$ cat src/rtl/wap_pkg.sv
`timescale 1ns/1ps
package wap_pkg;
  typedef enum logic [2:0] {
    CMD_NOP = 3'd0,
    CMD_ACT = 3'd1,
    CMD_RD  = 3'd2,
    CMD_RDA = 3'd3,
    CMD_WR  = 3'd4,
    CMD_WRA = 3'd5,
    CMD_PRE = 3'd6,
    CMD_RSV = 3'd7
  } cmd_e;

  typedef enum logic [1:0] {
    BK_IDLE,
    BK_OPEN,
    BK_WRAP,
    BK_PREC
  } bank_st_e;
endpackage

$ cat src/rtl/wap_bank.sv
`timescale 1ns/1ps
module wap_bank #(
  parameter int BURST_LEN = 4,
  parameter int T_WR      = 2,
  parameter int T_RP      = 3,
  parameter int T_RAS     = 8
) (
  input  logic          clk,
  input  logic          rst_n,
  input  logic          hit_i,
  input  wap_pkg::cmd_e cmd_i,
  output logic          in_seq_o,
  output logic          first_slot_o,
  output logic          pre_start_o,
  output logic          idle_o
);
  import wap_pkg::*;

  localparam int REC  = BURST_LEN / 2 + T_WR;
  localparam int M1   = (REC > T_RP) ? REC : T_RP;
  localparam int MAXV = (M1 > T_RAS) ? M1 : T_RAS;
  localparam int CW   = $clog2(MAXV + 1);

  bank_st_e st_q, st_n;
  logic [CW-1:0] cnt_q, cnt_n;
  logic [CW-1:0] ras_q, ras_n;
  logic          ras_ok;

  assign ras_ok       = (ras_q == '0);
  assign in_seq_o     = (st_q == BK_WRAP) || (st_q == BK_PREC);
  assign first_slot_o = (st_q == BK_WRAP) && (cnt_q == CW'(REC));
  assign pre_start_o  = (st_q == BK_WRAP) && (cnt_q == '0) && ras_ok;
  assign idle_o       = (st_q == BK_IDLE);

  always_comb begin
    st_n  = st_q;
    cnt_n = cnt_q;
    ras_n = ras_ok ? ras_q : ras_q - 1'b1;
    unique case (st_q)
      BK_IDLE: begin
        if (hit_i && cmd_i == CMD_ACT) begin
          st_n  = BK_OPEN;
          ras_n = CW'(T_RAS - 1);
        end
      end
      BK_OPEN: begin
        if (hit_i && cmd_i == CMD_WRA) begin
          st_n  = BK_WRAP;
          cnt_n = CW'(REC);
        end else if (hit_i && cmd_i == CMD_PRE) begin
          st_n  = BK_PREC;
          cnt_n = CW'(T_RP - 1);
        end
      end
      BK_WRAP: begin
        if (hit_i && cmd_i == CMD_WRA) begin
          cnt_n = CW'(REC);
        end else if (cnt_q != '0) begin
          cnt_n = cnt_q - 1'b1;
        end else if (ras_ok) begin
          st_n  = BK_PREC;
          cnt_n = CW'(T_RP - 1);
        end
      end
      BK_PREC: begin
        if (cnt_q <= CW'(1)) begin
          st_n  = BK_IDLE;
          cnt_n = '0;
        end else begin
          cnt_n = cnt_q - 1'b1;
        end
      end
      default: st_n = BK_IDLE;
    endcase
  end

  always_ff @(posedge clk or negedge rst_n) begin
    if (!rst_n) begin
      st_q  <= BK_IDLE;
      cnt_q <= '0;
      ras_q <= '0;
    end else begin
      st_q  <= st_n;
      cnt_q <= cnt_n;
      ras_q <= ras_n;
    end
  end
endmodule

$ cat src/rtl/wap_legal.sv
`timescale 1ns/1ps
module wap_legal #(
  parameter int NUM_BANKS = 4,
  parameter int BANK_W    = 2
) (
  input  logic                 clk,
  input  logic                 rst_n,
  input  wap_pkg::cmd_e        cmd_i,
  input  logic [BANK_W-1:0]    bank_i,
  input  logic [NUM_BANKS-1:0] in_seq_i,
  input  logic [NUM_BANKS-1:0] first_slot_i,
  output logic                 accept_o,
  output logic                 viol_o,
  output logic [BANK_W-1:0]    viol_bank_o
);
  import wap_pkg::*;

  logic              live, is_write, other_first, illegal;
  logic              viol_q;
  logic [BANK_W-1:0] vbank_q, vbank_n;
  logic              vbank_en;

  always_comb begin
    other_first = 1'b0;
    for (int i = 0; i < NUM_BANKS; i++) begin
      if (first_slot_i[i] && bank_i != BANK_W'(i)) other_first = 1'b1;
    end
  end

  assign live     = (cmd_i != CMD_NOP) && (cmd_i != CMD_RSV);
  assign is_write = (cmd_i == CMD_WR) || (cmd_i == CMD_WRA);
  assign illegal  = live &&
                    ((in_seq_i[bank_i] && !(cmd_i == CMD_WRA && first_slot_i[bank_i])) ||
                     (is_write && other_first));
  assign accept_o = live && !illegal;

  assign vbank_en = illegal;
  assign vbank_n  = bank_i;

  always_ff @(posedge clk or negedge rst_n) begin
    if (!rst_n) begin
      viol_q  <= 1'b0;
      vbank_q <= '0;
    end else begin
      viol_q <= illegal;
      if (vbank_en) vbank_q <= vbank_n;
    end
  end

  assign viol_o      = viol_q;
  assign viol_bank_o = vbank_q;
endmodule

$ cat src/rtl/wap_tracker.sv
`timescale 1ns/1ps
module wap_tracker #(
  parameter int NUM_BANKS = 4,
  parameter int BURST_LEN = 4,
  parameter int T_WR      = 2,
  parameter int T_RP      = 3,
  parameter int T_RAS     = 8,
  localparam int BANK_W   = $clog2(NUM_BANKS)
) (
  input  logic                 clk,
  input  logic                 rst_n,
  input  logic [2:0]           cmd_i,
  input  logic [BANK_W-1:0]    cmd_bank_i,
  output logic [NUM_BANKS-1:0] pre_start_o,
  output logic [NUM_BANKS-1:0] bank_idle_o,
  output logic                 viol_o,
  output logic [BANK_W-1:0]    viol_bank_o
);
  import wap_pkg::*;

  cmd_e                 cmd;
  logic                 accept;
  logic [NUM_BANKS-1:0] in_seq;
  logic [NUM_BANKS-1:0] first_slot;

  assign cmd = cmd_e'(cmd_i);

  wap_legal #(
    .NUM_BANKS (NUM_BANKS),
    .BANK_W    (BANK_W)
  ) u_legal (
    .clk          (clk),
    .rst_n        (rst_n),
    .cmd_i        (cmd),
    .bank_i       (cmd_bank_i),
    .in_seq_i     (in_seq),
    .first_slot_i (first_slot),
    .accept_o     (accept),
    .viol_o       (viol_o),
    .viol_bank_o  (viol_bank_o)
  );

  for (genvar b = 0; b < NUM_BANKS; b++) begin : g_bank
    logic hit;
    assign hit = accept && (cmd_bank_i == BANK_W'(b));

    wap_bank #(
      .BURST_LEN (BURST_LEN),
      .T_WR      (T_WR),
      .T_RP      (T_RP),
      .T_RAS     (T_RAS)
    ) u_bank (
      .clk          (clk),
      .rst_n        (rst_n),
      .hit_i        (hit),
      .cmd_i        (cmd),
      .in_seq_o     (in_seq[b]),
      .first_slot_o (first_slot[b]),
      .pre_start_o  (pre_start_o[b]),
      .idle_o       (bank_idle_o[b])
    );
  end
endmodule

$ cat config.mk
export PLATFORM = sky130hd
export DESIGN_NAME = wap_tracker
export DESIGN_NICKNAME = d
export VERILOG_FILES = /design/src/rtl/wap_pkg.sv /design/src/rtl/wap_bank.sv /design/src/rtl/wap_legal.sv /design/src/rtl/wap_tracker.sv
export SDC_FILE = /design/constraint.sdc
export NUM_CORES = 1
export LEC_CHECK = 0
export BUFFER_PORTS_ARGS = -buffer_cell sky130_fd_sc_hd__buf_2
export CAP_MARGIN = 20
export CORE_ASPECT_RATIO = 0.7
export CORE_MARGIN = 3
export CORE_UTILIZATION = 63
export CTS_CLUSTER_DIAMETER = 30
export DETAILED_ROUTE_END_ITERATION = 8
export PLACE_DENSITY = 0.89
export SLEW_MARGIN = 20
export SYNTH_ARGS = -nofsm -noshare
export SYNTH_HDL_FRONTEND = slang
export SYNTH_HIERARCHICAL = 1
export SYNTH_SLANG_ARGS = --single-unit
export TNS_END_PERCENT = 20
$ cat constraint.sdc
create_clock -name clk -period 4.43 [get_ports clk]
set_clock_uncertainty 0.05 [all_clocks]
set_input_delay 0.2215 -clock clk [delete_from_list [all_inputs] [get_ports clk]]
set_output_delay 0.2215 -clock clk [all_outputs]
set_load 0.1 [all_outputs]
==> results by group, run 1 <==
Outcome
  – Status: finished clean

Drt
  – Routed Antenna Nets: 0
  – Drt wl/cell: 16.9 um
  – DRT Wirelength: 8400 um
  – Via/cell ratio: 6.59
  – DRC: 0
  – Initial DRC Count: 198
  – DRT Pass-1 Iters: 5
  – Vias: 3277

Power
  – Pwr dens: 783 nW/um^2
  – Static Leak: 0.00177 uW
  – VDD IR-drop max: 432 uV

Final layout
  – Area delta synth->final: 6.79%
  – Register area: 1080 sq um
  – Final nets: 462
  – # fillers: 414
  – Finished Layout Cells: 497
  – Design area: 4020 sq um
  – Area occupied by multi-input gates: 2500 sq um
  – Antenna Cells: 0
  – Layout cells sized above 1: 14.4%

Synth
  – Post-synthesis sequential area ratio: 28.6%
  – Yosys synthesis warning count: 6
  – Async set-or-reset flop fraction in the synthesized netlist: 100%
  – Synth unique cells: 71
  – Synthesized instance count: 405
  – Yosys reg bits: 43
  – Net Count, Synth: 443
  – Mean Syn Cell Area: 9.29 sq um
  – Post-Syn Area: 3760 sq um
  – Primary FF master, synth: dfrtp_1
  – Post-synth EDFFs: 0

Floorplanning
  – Height of the die: 70.6 um
  – DIE WIDTH: 98.4 um
  – Core area: 5510 sq um
  – Cell Rows: 22
  – I/O Pins: 18
  – Starting Density: 68.3%
  – Die Area: 6950 sq um

Clocking
  – CTS clock-pin slew for the worst setup and hold paths: 0.09 ns
  – Clock Sinks: 43
  – Hold buffer count at CTS: 0
  – # resized after CTS: 0
  – Num CTS Buffers: 5
  – CTS root buf: clkbuf_8
  – Clk Latency, worst-skew pair: 0.30 ns
  – H-tree depth: 2
  – Setup bufs post-CTS: 0
  – CTS tree: built
  – Clock buffer depth: 2

Setup path
  – CP startpoint: g_bank[3].u_bank/st_q[0]
  – Worst Setup End Kind: flip-flop
  – Worst EP required: 4.56 ns
  – Critical-path maximum fanout: 7
  – Worst R2R Start: g_bank[3].u_bank/st_q[0]
  – Crit start category: flip-flop
  – Crit path kind: reg2reg
  – WP data arrival: 4.09 ns

Timing
  – Relative slew slack: 34.1%
  – # setup viols final: 0
  – Final period util: 89.3%
  – Fmax: 253 MHz
  – Slew Limit Fails: 0
  – Worst slew pin tran: 0.988 ns
  – Setup TNS: 0 ns
  – Hold Vio Cnt, Final: 0
  – RSZ-0062 raised after global routing: no
  – Post-layout min period: 3.96 ns
  – Post-route setup slack: 0.472 ns

Min path
  – Hold Crit Class: in2async

Place
  – Detailed Place HPWL: 6350 um
  – Inst Count DP: 489
  – Place WS: 0.588 ns
  – RD Place Congestion: 0.927
  – Port bufs: 17
  – Placed Area: 3900 sq um

Global routing
  – Largest net degree at the start of global routing: 44
  – GRT Total Usage: 24.2%
  – First-pass GRT wire length: 14200 um
  – Vias in the first global route: 2982
  – Initial antenna violation count: 0
  – Grt ovf: 0

Job
  – Max-capacitance violation count: 0
[where the power goes]
group / internal [uW] / total, uW / switching, uW
registers: 584 / 804 / 221
logic: 784 / 2020 / 1240
clock network: 183 / 320 / 138
total: 1550 / 3140 / 1590
[registers in the layout (all words and copies together) (netlist names)]
signal / flops
g_bank.u_bank/ras_q: 16
u_legal/viol_o: 1
g_bank.u_bank/cnt_q: 16
g_bank.u_bank/st_q: 8
u_legal/viol_bank_o: 2
[final cells by class]
class | count | share of cell area (%)
tap | 72 | 2.24
multi-input combinational | 319 | 62.4
timing repair buffer | 17 | 2.12
clock inverter | 2 | 0.872
sequential | 43 | 26.8
clock buffer | 6 | 2.06
inverter | 38 | 3.55
[synth_stat cells (4+ instances only)]
master      n  area share [%]
dfrtp_1    43              29
inv_1      38             3.8
ha_1       31              10
nand2_1    29             2.9
nor2_1     21             2.1
nand2b_1   13             2.2
o21ai_0    13             1.7
nor3b_1    11             2.2
a21oi_1    10             1.3
nand3_1    10             1.3
o211ai_1    9             1.8
or3_1       9             1.5
nand4_1     8             1.3
o21ai_1     7            0.93
xnor2_1     7             1.6
nand3b_1    6             1.2
nor2b_1     6             1.0
o221ai_1    6             1.4
o31a_1      6             1.4
or3b_1      6             1.4
nor3_1      5            0.67
a2111oi_0   4            0.93
a211oi_1    4            0.80
a22o_1      4            0.93
a31oi_1     4            0.67
o21a_1      4            0.80
o21ai_2     4            0.93
o31ai_1     4            0.80
o41ai_2     4             1.7
or2_2       4            0.67
[metrics by stage]
stage	util [%]	total power, uW	hold slack, ns
final	73.0	3140	0.0340
after global routing	73.0	3400	0.0899
after CTS	73.0	3130	0.0585
after detailed placement	70.8	2800	0.388
after global placement	70.8	2700	0.391
after floorplan	-	2390	-0.124
[logic make-up (layout without fill, tap and decap cells)]
group | count (synthesis) | in the layout | share of synthesized area, %
simple gates | 161 | 161 | 27.8
compound gates | 111 | 111 | 24.0
flops | 43 | 43 | 28.6
buf+inv | 43 | 63 | 4.79
fa+ha+maj | 31 | 31 | 10.3
xor+xnor | 8 | 8 | 1.86
mux | 8 | 8 | 2.63
[path summary, 6_finish.rpt]
kind                                                   to  slack [ns]  depth (start not counted)
worst max-delay path            g_bank[0].u_bank/cnt_q[1]        0.47                         13
worst min-delay path            g_bank[0].u_bank/ras_q[1]        0.03                          1
worst max register to register  g_bank[0].u_bank/cnt_q[1]        0.47                         13
worst min register to register  g_bank[2].u_bank/ras_q[1]        0.51                          2
max in group asynchronous       g_bank[3].u_bank/ras_q[1]        3.68                          1
min in group clk                   u_legal/viol_bank_o[1]        0.30                          3
[metal layers]
layer	global-route usage [%]	share of wire [%]
met1	34.9	47
met2	38.1	46
met5	0	0
met4	3.64	0.45
met3	5.62	6.1
[critical path, stage by stage (launching register included)]
cell       delay [ns]
dfrtp_1          0.40
inv_1            0.15
ha_1             0.32
nand2_1          0.13
nor3b_1          0.43
mux2_2           0.27
mux2i_1          0.09
a2111oi_0        0.40
or3_1            0.25
nor3b_2          0.37
nand4b_1         0.26
and3_4           0.28
nand2b_4         0.15
o31a_1           0.31
[cell usage in the layout (no fill, tap or decap), drive strengths merged, types with 11 or more instances in the layout]
cell type  count
a21oi         11
buf           17
dfrtp         43
ha            31
inv           38
nand2         29
nand2b        16
nor2          21
nor3b         13
o21ai         24
No activity file was read; power rests on OpenSTA's default activity.
==> inputs of run 2 (changes only) <==
--- a/config.mk
+++ b/config.mk
@@ -5,6 +5,7 @@
 export SDC_FILE = /design/constraint.sdc
 export NUM_CORES = 1
 export LEC_CHECK = 0
+export ABC_AREA = 1
 export BUFFER_PORTS_ARGS = -buffer_cell sky130_fd_sc_hd__buf_2
 export CAP_MARGIN = 20
 export CORE_ASPECT_RATIO = 0.7
@@ -12,7 +13,7 @@
 export CORE_UTILIZATION = 63
 export CTS_CLUSTER_DIAMETER = 30
 export DETAILED_ROUTE_END_ITERATION = 8
-export PLACE_DENSITY = 0.89
+export PLACE_DENSITY = 0.9
 export SLEW_MARGIN = 20
 export SYNTH_ARGS = -nofsm -noshare
 export SYNTH_HDL_FRONTEND = slang
==> results by group, run 2 <==
Final layout
  – Final nets: 603 (+31%)
  – Fin util: 73.1% (+0.16 points)
  – Commonest non-fill, non-tap cell in the layout: nand2_1
  – Antenna Cells: 0 (unchanged)
  – Register area: 1080 sq um (unchanged)
  – # fillers: 421 (+1.7%)
  – Area delta synth->final: 7.06%
  – Layout cells sized above 1: 14.8% (+0.49 points)
  – Most frequent cells in the layout: nand2_1, inv_1, nand3_1
  – Area occupied by multi-input gates: 2270 sq um (-9.3%)
  – Largest regs: g_bank.u_bank/cnt_q x16, g_bank.u_bank/ras_q x16, g_bank.u_bank/st_q x8

Timing
  – # setup viols final: 0 (unchanged)
  – Post-layout min period: 3.27 ns (-0.687 ns)
  – Hold Vio Cnt, Final: 0 (unchanged)
  – Fmax: 306 MHz (+21%)
  – Final period util: 73.8% (-16 points)
  – RSZ-0062 raised after global routing: no
  – Relative slew slack: 62.1% (+28 points)
  – Setup TNS: 0 ns (unchanged)
  – Worst slew pin tran: 0.569 ns (-0.419 ns)
  – Slew Limit Fails: 0 (unchanged)

Power
  – Int Power: 1370 uW (-12%)
  – Pwr dens: 758 nW/um^2 (-3.1%)
  – Combinational fraction of design power: 67.2% (+3.0 points)
  – Static Leak: 0.00228 uW (+29%)
  – Seq pwr share: 23.6% (-2.0 points)
  – VDD IR-drop max: 569 uV (+32%)
  – Switching power of the nets: 1670 uW (+4.6%)
  – Sw Ratio: 54.9% (+4.2 points)
  – Power share of the clock group: 9.2% (-1.0 points)

Clocking
  – H-tree depth: 2 (unchanged)
  – Clk Latency, worst-skew pair: 0.30 ns (about the same)
  – Clock Sinks: 43 (unchanged)
  – CTS root buf: clkbuf_8
  – Clock buffer depth: 2 (unchanged)
  – CTS clock-pin slew for the worst setup and hold paths: 0.09 ns (about the same)
  – Num CTS Buffers: 5 (unchanged)
  – # resized after CTS: 0 (unchanged)
  – CTS tree: built

Synth
  – Post-Syn Area: 3740 sq um (-0.53%)
  – Yosys reg bits: 43 (unchanged)
  – Synth area leader: dfrtp_1
  – Synth unique cells: 29 (-59%)
  – Primary FF master, synth: dfrtp_1
  – Post-synth EDFFs: 0 (unchanged)
  – Mean Syn Cell Area: 6.89 sq um (-26%)
  – Synthesized instance count: 543 (+34%)
  – Post-synthesis sequential area ratio: 28.8% (+0.15 points)
  – Area contributors post-synth: dfrtp_1, nand2_1, ha_1
  – Top cells by count, synth: nand2_1, inv_1, nand3_1
  – Net Count, Synth: 581 (+31%)
  – Most common cell in the netlist: nand2_1
  – Yosys synthesis warning count: 6 (unchanged)
  – Async set-or-reset flop fraction in the synthesized netlist: 100% (unchanged)
  – Top cell type's share of synthesized area: 28.8% (+0.15 points)

Floorplanning
  – I/O Pins: 18 (unchanged)
  – Die Area: 6910 sq um (-0.49%)
  – Core area: 5480 sq um (-0.50%)
  – Starting Density: 68.3% (about the same)
  – Cell Rows: 22 (unchanged)
  – DIE WIDTH: 98.1 um (-0.25%)
  – Height of the die: 70.5 um (-0.24%)

Global routing
  – Initial antenna violation count: 0 (unchanged)
  – Grt ovf: 0 (unchanged)
  – Largest net degree at the start of global routing: 44 (unchanged)
  – Vias in the first global route: 3077 (+3.2%)
  – First-pass GRT wire length: 13400 um (-5.7%)
  – GRT Total Usage: 22.9% (-1.3 points)

Drt
  – Routed Antenna Nets: 0 (unchanged)
  – DRT Pass-1 Iters: 7 (+2)
  – Drt wl/cell: 12.1 um (-29%)
  – DRC: 0 (unchanged)
  – Via/cell ratio: 5.29 (-20%)
  – DRT Wirelength: 7690 um (-8.5%)
  – Initial DRC Count: 174 (-12%)
  – Vias: 3378 (+3.1%)

Setup path
  – WP data arrival: 3.42 ns (-0.67 ns)
  – Critical-path maximum fanout: 9 (+2)
  – Crit start category: flip-flop
  – Crit path kind: reg2reg
  – Worst Setup End Kind: flip-flop
  – Worst EP required: 4.58 ns (+0.02 ns)

Place
  – Port bufs: 17 (unchanged)
  – RD Place Congestion: 0.974 (+5.0%)
  – Detailed Place HPWL: 5950 um (-6.3%)

Job
  – Max-capacitance violation count: 0 (unchanged)

Min path
  – Hold Crit Class: in2reg

Outcome
  – Status: finished clean
run 2: routing by layer:
metal	track usage, %	vias to the layer above	share of wire (%)
met4	4.61	0	0.40
met1	31.1	1544	48
met2	38.6	85	47
met5	0	-	0
met3	3.89	8	4.5
li1	-	1741	-
run 2: worst paths after layout:
check | startpoint | end | slack (ns) | cells after the start
setup / recovery | g_bank[3].u_bank/st_q[0] | g_bank[2].u_bank/st_q[0] | 1.16 | 23
setup reg to reg | g_bank[3].u_bank/st_q[0] | g_bank[2].u_bank/st_q[0] | 1.16 | 23
max in group asynchronous | rst_n | g_bank[3].u_bank/st_q[0] | 3.53 | 2
min in group asynchronous | rst_n | g_bank[1].u_bank/cnt_q[0] | 0.40 | 2
hold / removal | cmd_bank_i[1] | u_legal/viol_bank_o[1] | 0.26 | 3
hold reg to reg | u_legal/viol_bank_o[1] | u_legal/viol_bank_o[1] | 0.42 | 2
run 2: kinds of logic after synthesis:
logic type,Yosys count,synth area share (%)
and+or+nand+nor,329,43.4
buffers and inverters,100,10.5
DFF,43,28.8
AOI/OAI and AO/OA,34,5.59
adders and majority gates,31,10.4
xor gates and xnor gates,6,1.40
run 2: final cells by class:
type                    instances  area share (%)
clock buffers                   8            2.50
inverters                      97            9.22
multi-input cells             400            56.7
flip-flops and latches         43            26.9
well taps                      72            2.25
repair buffers                 18            2.44
run 2: critical path, stage by stage (launching register included):
cell      delay [ns]
dfrtp_1         0.42
inv_1           0.13
ha_1            0.35
inv_1           0.16
nor4_1          0.36
nand2_1         0.09
nand2_1         0.07
nand2_1         0.04
nand2_1         0.07
nand2_1         0.05
nand2_1         0.07
nand2_2         0.08
nor2_1          0.15
nand2_1         0.09
nor2_1          0.29
nand2_1         0.10
nor2_1          0.17
nand2_1         0.10
nand2_1         0.06
nand2_1         0.06
clkinv_1        0.08
nand2_2         0.05
nand2_1         0.05
nand2_1         0.04
run 2: what timing repair did:
action | in CTS | in global routing
hold endpoints to repair | 0 | 43
endpoints found under the setup margin | 0 | 0
setup buffers | 0 | 0
hold buffers | 0 | 1
run 2: power by group through the flow:
stage | combinational (uW) | clock (uW) | sequential [uW]
after floorplan | 1600 | 0 | 775
after global placement | 1940 | 0 | 711
after detailed placement | 2020 | 0 | 722
after CTS | 2030 | 284 | 715
after global routing | 2290 | 302 | 740
final | 2040 | 279 | 717
run 2: per-stage QoR:
step / instance area (sq um) / cells / power, uW / hold WS (ns) / worst slack, ns
final: 4010 / 638 / 3040 / 0.259 / 1.16
after global routing: 4010 / 638 / 3330 / 0.262 / 0.748
after CTS: 3990 / 637 / 3030 / 0.0670 / 1.20
after detailed placement: 3890 / 629 / 2740 / 0.387 / 1.22
after global placement: 3890 / 629 / 2650 / 0.393 / 1.39
after floorplan: 3740 / 543 / 2380 / -0.124 / 0.449
==> inputs of run 3 (changes only) <==
--- a/config.mk
+++ b/config.mk
@@ -5,15 +5,15 @@
 export SDC_FILE = /design/constraint.sdc
 export NUM_CORES = 1
 export LEC_CHECK = 0
-export ABC_AREA = 1
+export ABC_AREA = 0
 export BUFFER_PORTS_ARGS = -buffer_cell sky130_fd_sc_hd__buf_2
 export CAP_MARGIN = 20
 export CORE_ASPECT_RATIO = 0.7
 export CORE_MARGIN = 3
-export CORE_UTILIZATION = 63
+export CORE_UTILIZATION = 57
 export CTS_CLUSTER_DIAMETER = 30
 export DETAILED_ROUTE_END_ITERATION = 8
-export PLACE_DENSITY = 0.9
+export PLACE_DENSITY = 0.86
 export SLEW_MARGIN = 20
 export SYNTH_ARGS = -nofsm -noshare
 export SYNTH_HDL_FRONTEND = slang
==> constraint.sdc (replaced) <==
create_clock -name clk -period 2.8 [get_ports clk]
set_clock_uncertainty 0.05 [all_clocks]
set_input_delay 0.14 -clock clk [delete_from_list [all_inputs] [get_ports clk]]
set_output_delay 0.14 -clock clk [all_outputs]
set_load 0.1 [all_outputs]
==> results by group, run 3 (synthesized netlist as in run 1, its figures left out) <==
Clocking
  – Clk Latency, worst-skew pair: 0.31 ns (about the same)
  – CTS clock-pin slew for the worst setup and hold paths: 0.10 ns (about the same)
  – CTS root buf: clkbuf_8
  – H-tree depth: 2 (unchanged)
  – Clock buffer depth: 2 (unchanged)
  – Num CTS Buffers: 5 (unchanged)
  – Clock Sinks: 43 (unchanged)
  – CTS tree: built

Global routing
  – GRT Total Usage: 28.7% (+5.8 points)
  – Busiest grt layer: met2
  – Largest net degree at the start of global routing: 44 (unchanged)
  – GRT met3 Usage: 5.06% (+1.2 points)
  – GRT met2 Usage: 48.5% (+9.9 points)
  – Met1 Resource Use GR: 39.1% (+8.0 points)
  – Grt ovf: 0 (unchanged)
  – Initial antenna violation count: 0 (unchanged)
  – Vias in the first global route: 3665 (+19%)
  – First-pass GRT wire length: 17400 um (+31%)

Final layout
  – Layout cells sized above 1: 40.4% (+26 points)
  – Commonest non-fill, non-tap cell in the layout: buf_4
  – Largest regs: g_bank.u_bank/cnt_q x16, g_bank.u_bank/ras_q x16, g_bank.u_bank/st_q x8
  – Fin util: 79.5% (+6.4 points)
  – # fillers: 379 (-10%)
  – Design area: 5010 sq um (+25%)
  – Area delta synth->final: 33.3%
  – Final nets: 552 (-8.5%)
  – Most frequent cells in the layout: buf_4, dfrtp_1, inv_1
  – Antenna Cells: 0 (unchanged)

Outcome
  – Violated checks: negative setup slack
  – Status: finished with violations

Power
  – Static Leak: 0.00224 uW (-1.8%)
  – VDD IR-drop max: 750 uV (+32%)
  – Pwr dens: 1230 nW/um^2 (+62%)

Setup path
  – Buf+Inv Stages, Crit Path: 2 (-1)
  – Crit path max-delay family: simple AND/OR/NAND/NOR gates
  – Worst EP required: 2.95 ns (-1.63 ns)
  – Crit path kind: reg2reg
  – Slowest stage delay, CP: 0.42 ns (about the same)
  – Slowest CP cell: or3_4
  – Worst reg-to-reg path cell count: 14 (-39%)
  – CP startpoint: g_bank[2].u_bank/cnt_q[1]
  – Critical Path Stages: 14 (-39%)
  – Critical-path maximum fanout: 4 (-5)
  – WP data arrival: 3.29 ns (-0.13 ns)
  – Worst R2R Start: g_bank[2].u_bank/cnt_q[1]
  – Worst Setup End Kind: flip-flop
  – Crit-path cells: inv_1, ha_2, nand2b_1, nor2_2, nor2_1, o21ai_2, a221oi_2, or3_4, nor3b_4, buf_6, and4b_1, o21ai_2, nand4_1, mux2_4
  – Crit start category: flip-flop
  – Most used cell, CP: o21ai_2

Drt
  – Routed Antenna Nets: 0 (unchanged)
  – DRT Wirelength: 11200 um (+46%)
  – Drt wl/cell: 18.9 um (+57%)
  – DRC: 0 (unchanged)
  – Via/cell ratio: 6.52 (+23%)
  – Initial DRC Count: 336 (+93%)
  – DRT Pass-1 Iters: 5 (-2)
  – Vias: 3864 (+14%)

Timing
  – Fmax: 318 MHz (+3.9%)
  – # setup viols final: 27 (+27)
  – Relative slew slack: 60.8% (-1.3 points)
  – RSZ-0062 raised after global routing: yes
  – Slew Limit Fails: 0 (unchanged)
  – Worst slew pin tran: 0.588 ns (+0.0191 ns)
  – Final period util: 112% (+39 points)
  – Post-layout min period: 3.15 ns (-0.122 ns)
  – Hold Vio Cnt, Final: 0 (unchanged)
  – Worst hold slack: 0.228 ns (-0.0310 ns)
  – Post-route setup slack: -0.348 ns (-1.51 ns)

Min path
  – Worst hold start: cmd_bank_i[1]
  – Hold Path Depth: 3 (unchanged)
  – Hold Crit Class: in2reg

Floorplanning
  – Height of the die: 74.0 um (+4.9%)
  – Die Area: 7620 sq um (+10%)
  – DIE WIDTH: 103 um (+5.1%)
  – Starting Density: 59.6% (-8.7 points)
  – Core area: 6310 sq um (+15%)
  – I/O Pins: 18 (unchanged)
  – Cell Rows: 24 (+9.1%)

Place
  – Placed Area: 4570 sq um (+17%)
  – Detailed Place HPWL: 7300 um (+23%)
  – Port bufs: 17 (unchanged)
  – Place WS: -0.455 ns (-1.67 ns)
  – RD Place Congestion: 0.921 (-5.4%)

Job
  – Max-capacitance violation count: 0 (unchanged)
-- run 3: changes by cell type in the layout (fill, tap and decap cells not counted), sizes merged, moves of 9 or more --
cell / before / now
nand2b: 0 / 16
nand3: 60 / 10
buf: 17 / 106
nand2: 193 / 29
or3: 0 / 9
nor2: 52 / 21
nor3b: 0 / 13
inv: 94 / 38
-- run 3: final cells by class --
| class | instances | area (sq um) | area share [%] |
|---|---|---|---|
| flip-flops and latches | 43 | 1080 | 21.5 |
| clock buffers | 6 | 72.6 | 1.45 |
| inverters | 38 | 143 | 2.85 |
| well taps | 78 | 97.6 | 1.95 |
| repair buffers | 107 | 785 | 15.6 |
| multi-input cells | 319 | 2830 | 56.4 |
| clock inverters | 2 | 12.5 | 0.250 |
-- run 3: per-stage QoR --
step | power, uW | setup TNS (ns) | cells
2_1_floorplan | 3940 | -0.749 | 405
3_3_place_gp | 4950 | -3.20 | 566
3_5_place_dp | 5130 | -6.79 | 566
4_1_cts | 5800 | -2.48 | 585
5_1_grt | 6560 | -8.90 | 593
6_report | 6150 | -5.58 | 593
-- run 3: per-layer routing --
layer  wire length (um)  share of wire, %
met2               5400                48
met4                251               2.2
met3                855               7.6
met1               4720                42
met5                  0                 0
-- run 3: power breakdown --
group	internal (uW)	switching, uW	leakage, uW	total [uW]
registers	925	250	0.000532	1170
logic	2000	2560	0.00166	4570
clock network	175	231	0.0000412	406
-- run 3: final timing paths --
check	end	slack, ns
worst max-delay path	g_bank[0].u_bank/st_q[1]	-0.35
worst min-delay path	u_legal/viol_bank_o[1]	0.23
worst max register to register	g_bank[0].u_bank/st_q[1]	-0.35
worst min register to register	g_bank[2].u_bank/ras_q[1]	0.49
max in group asynchronous	g_bank[3].u_bank/cnt_q[2]	1.97
min in group asynchronous	g_bank[2].u_bank/cnt_q[1]	0.32
-- run 3: worst register-to-register path: cells and delay by family (launching register included) --
family	cells	cell delay, ns
multiplexers	1	0.33
AND/OR/NAND/NOR	7	1.33
buffers and inverters	2	0.23
AO/OA/AOI/OAI	3	0.51
adder cells (fa/ha/maj)	1	0.19
flip-flops	1	0.40
-- run 3: timing repair --
| item | in CTS | in global routing |
|---|---|---|
| endpoints found under the hold margin | 25 | 0 |
| pin swaps | 29 | 8 |
| endpoints found under the setup margin | 28 | 29 |
| buffers inserted | 10 | 8 |
| hold buffers | 1 | 0 |
| resized for setup | 37 | 21 |
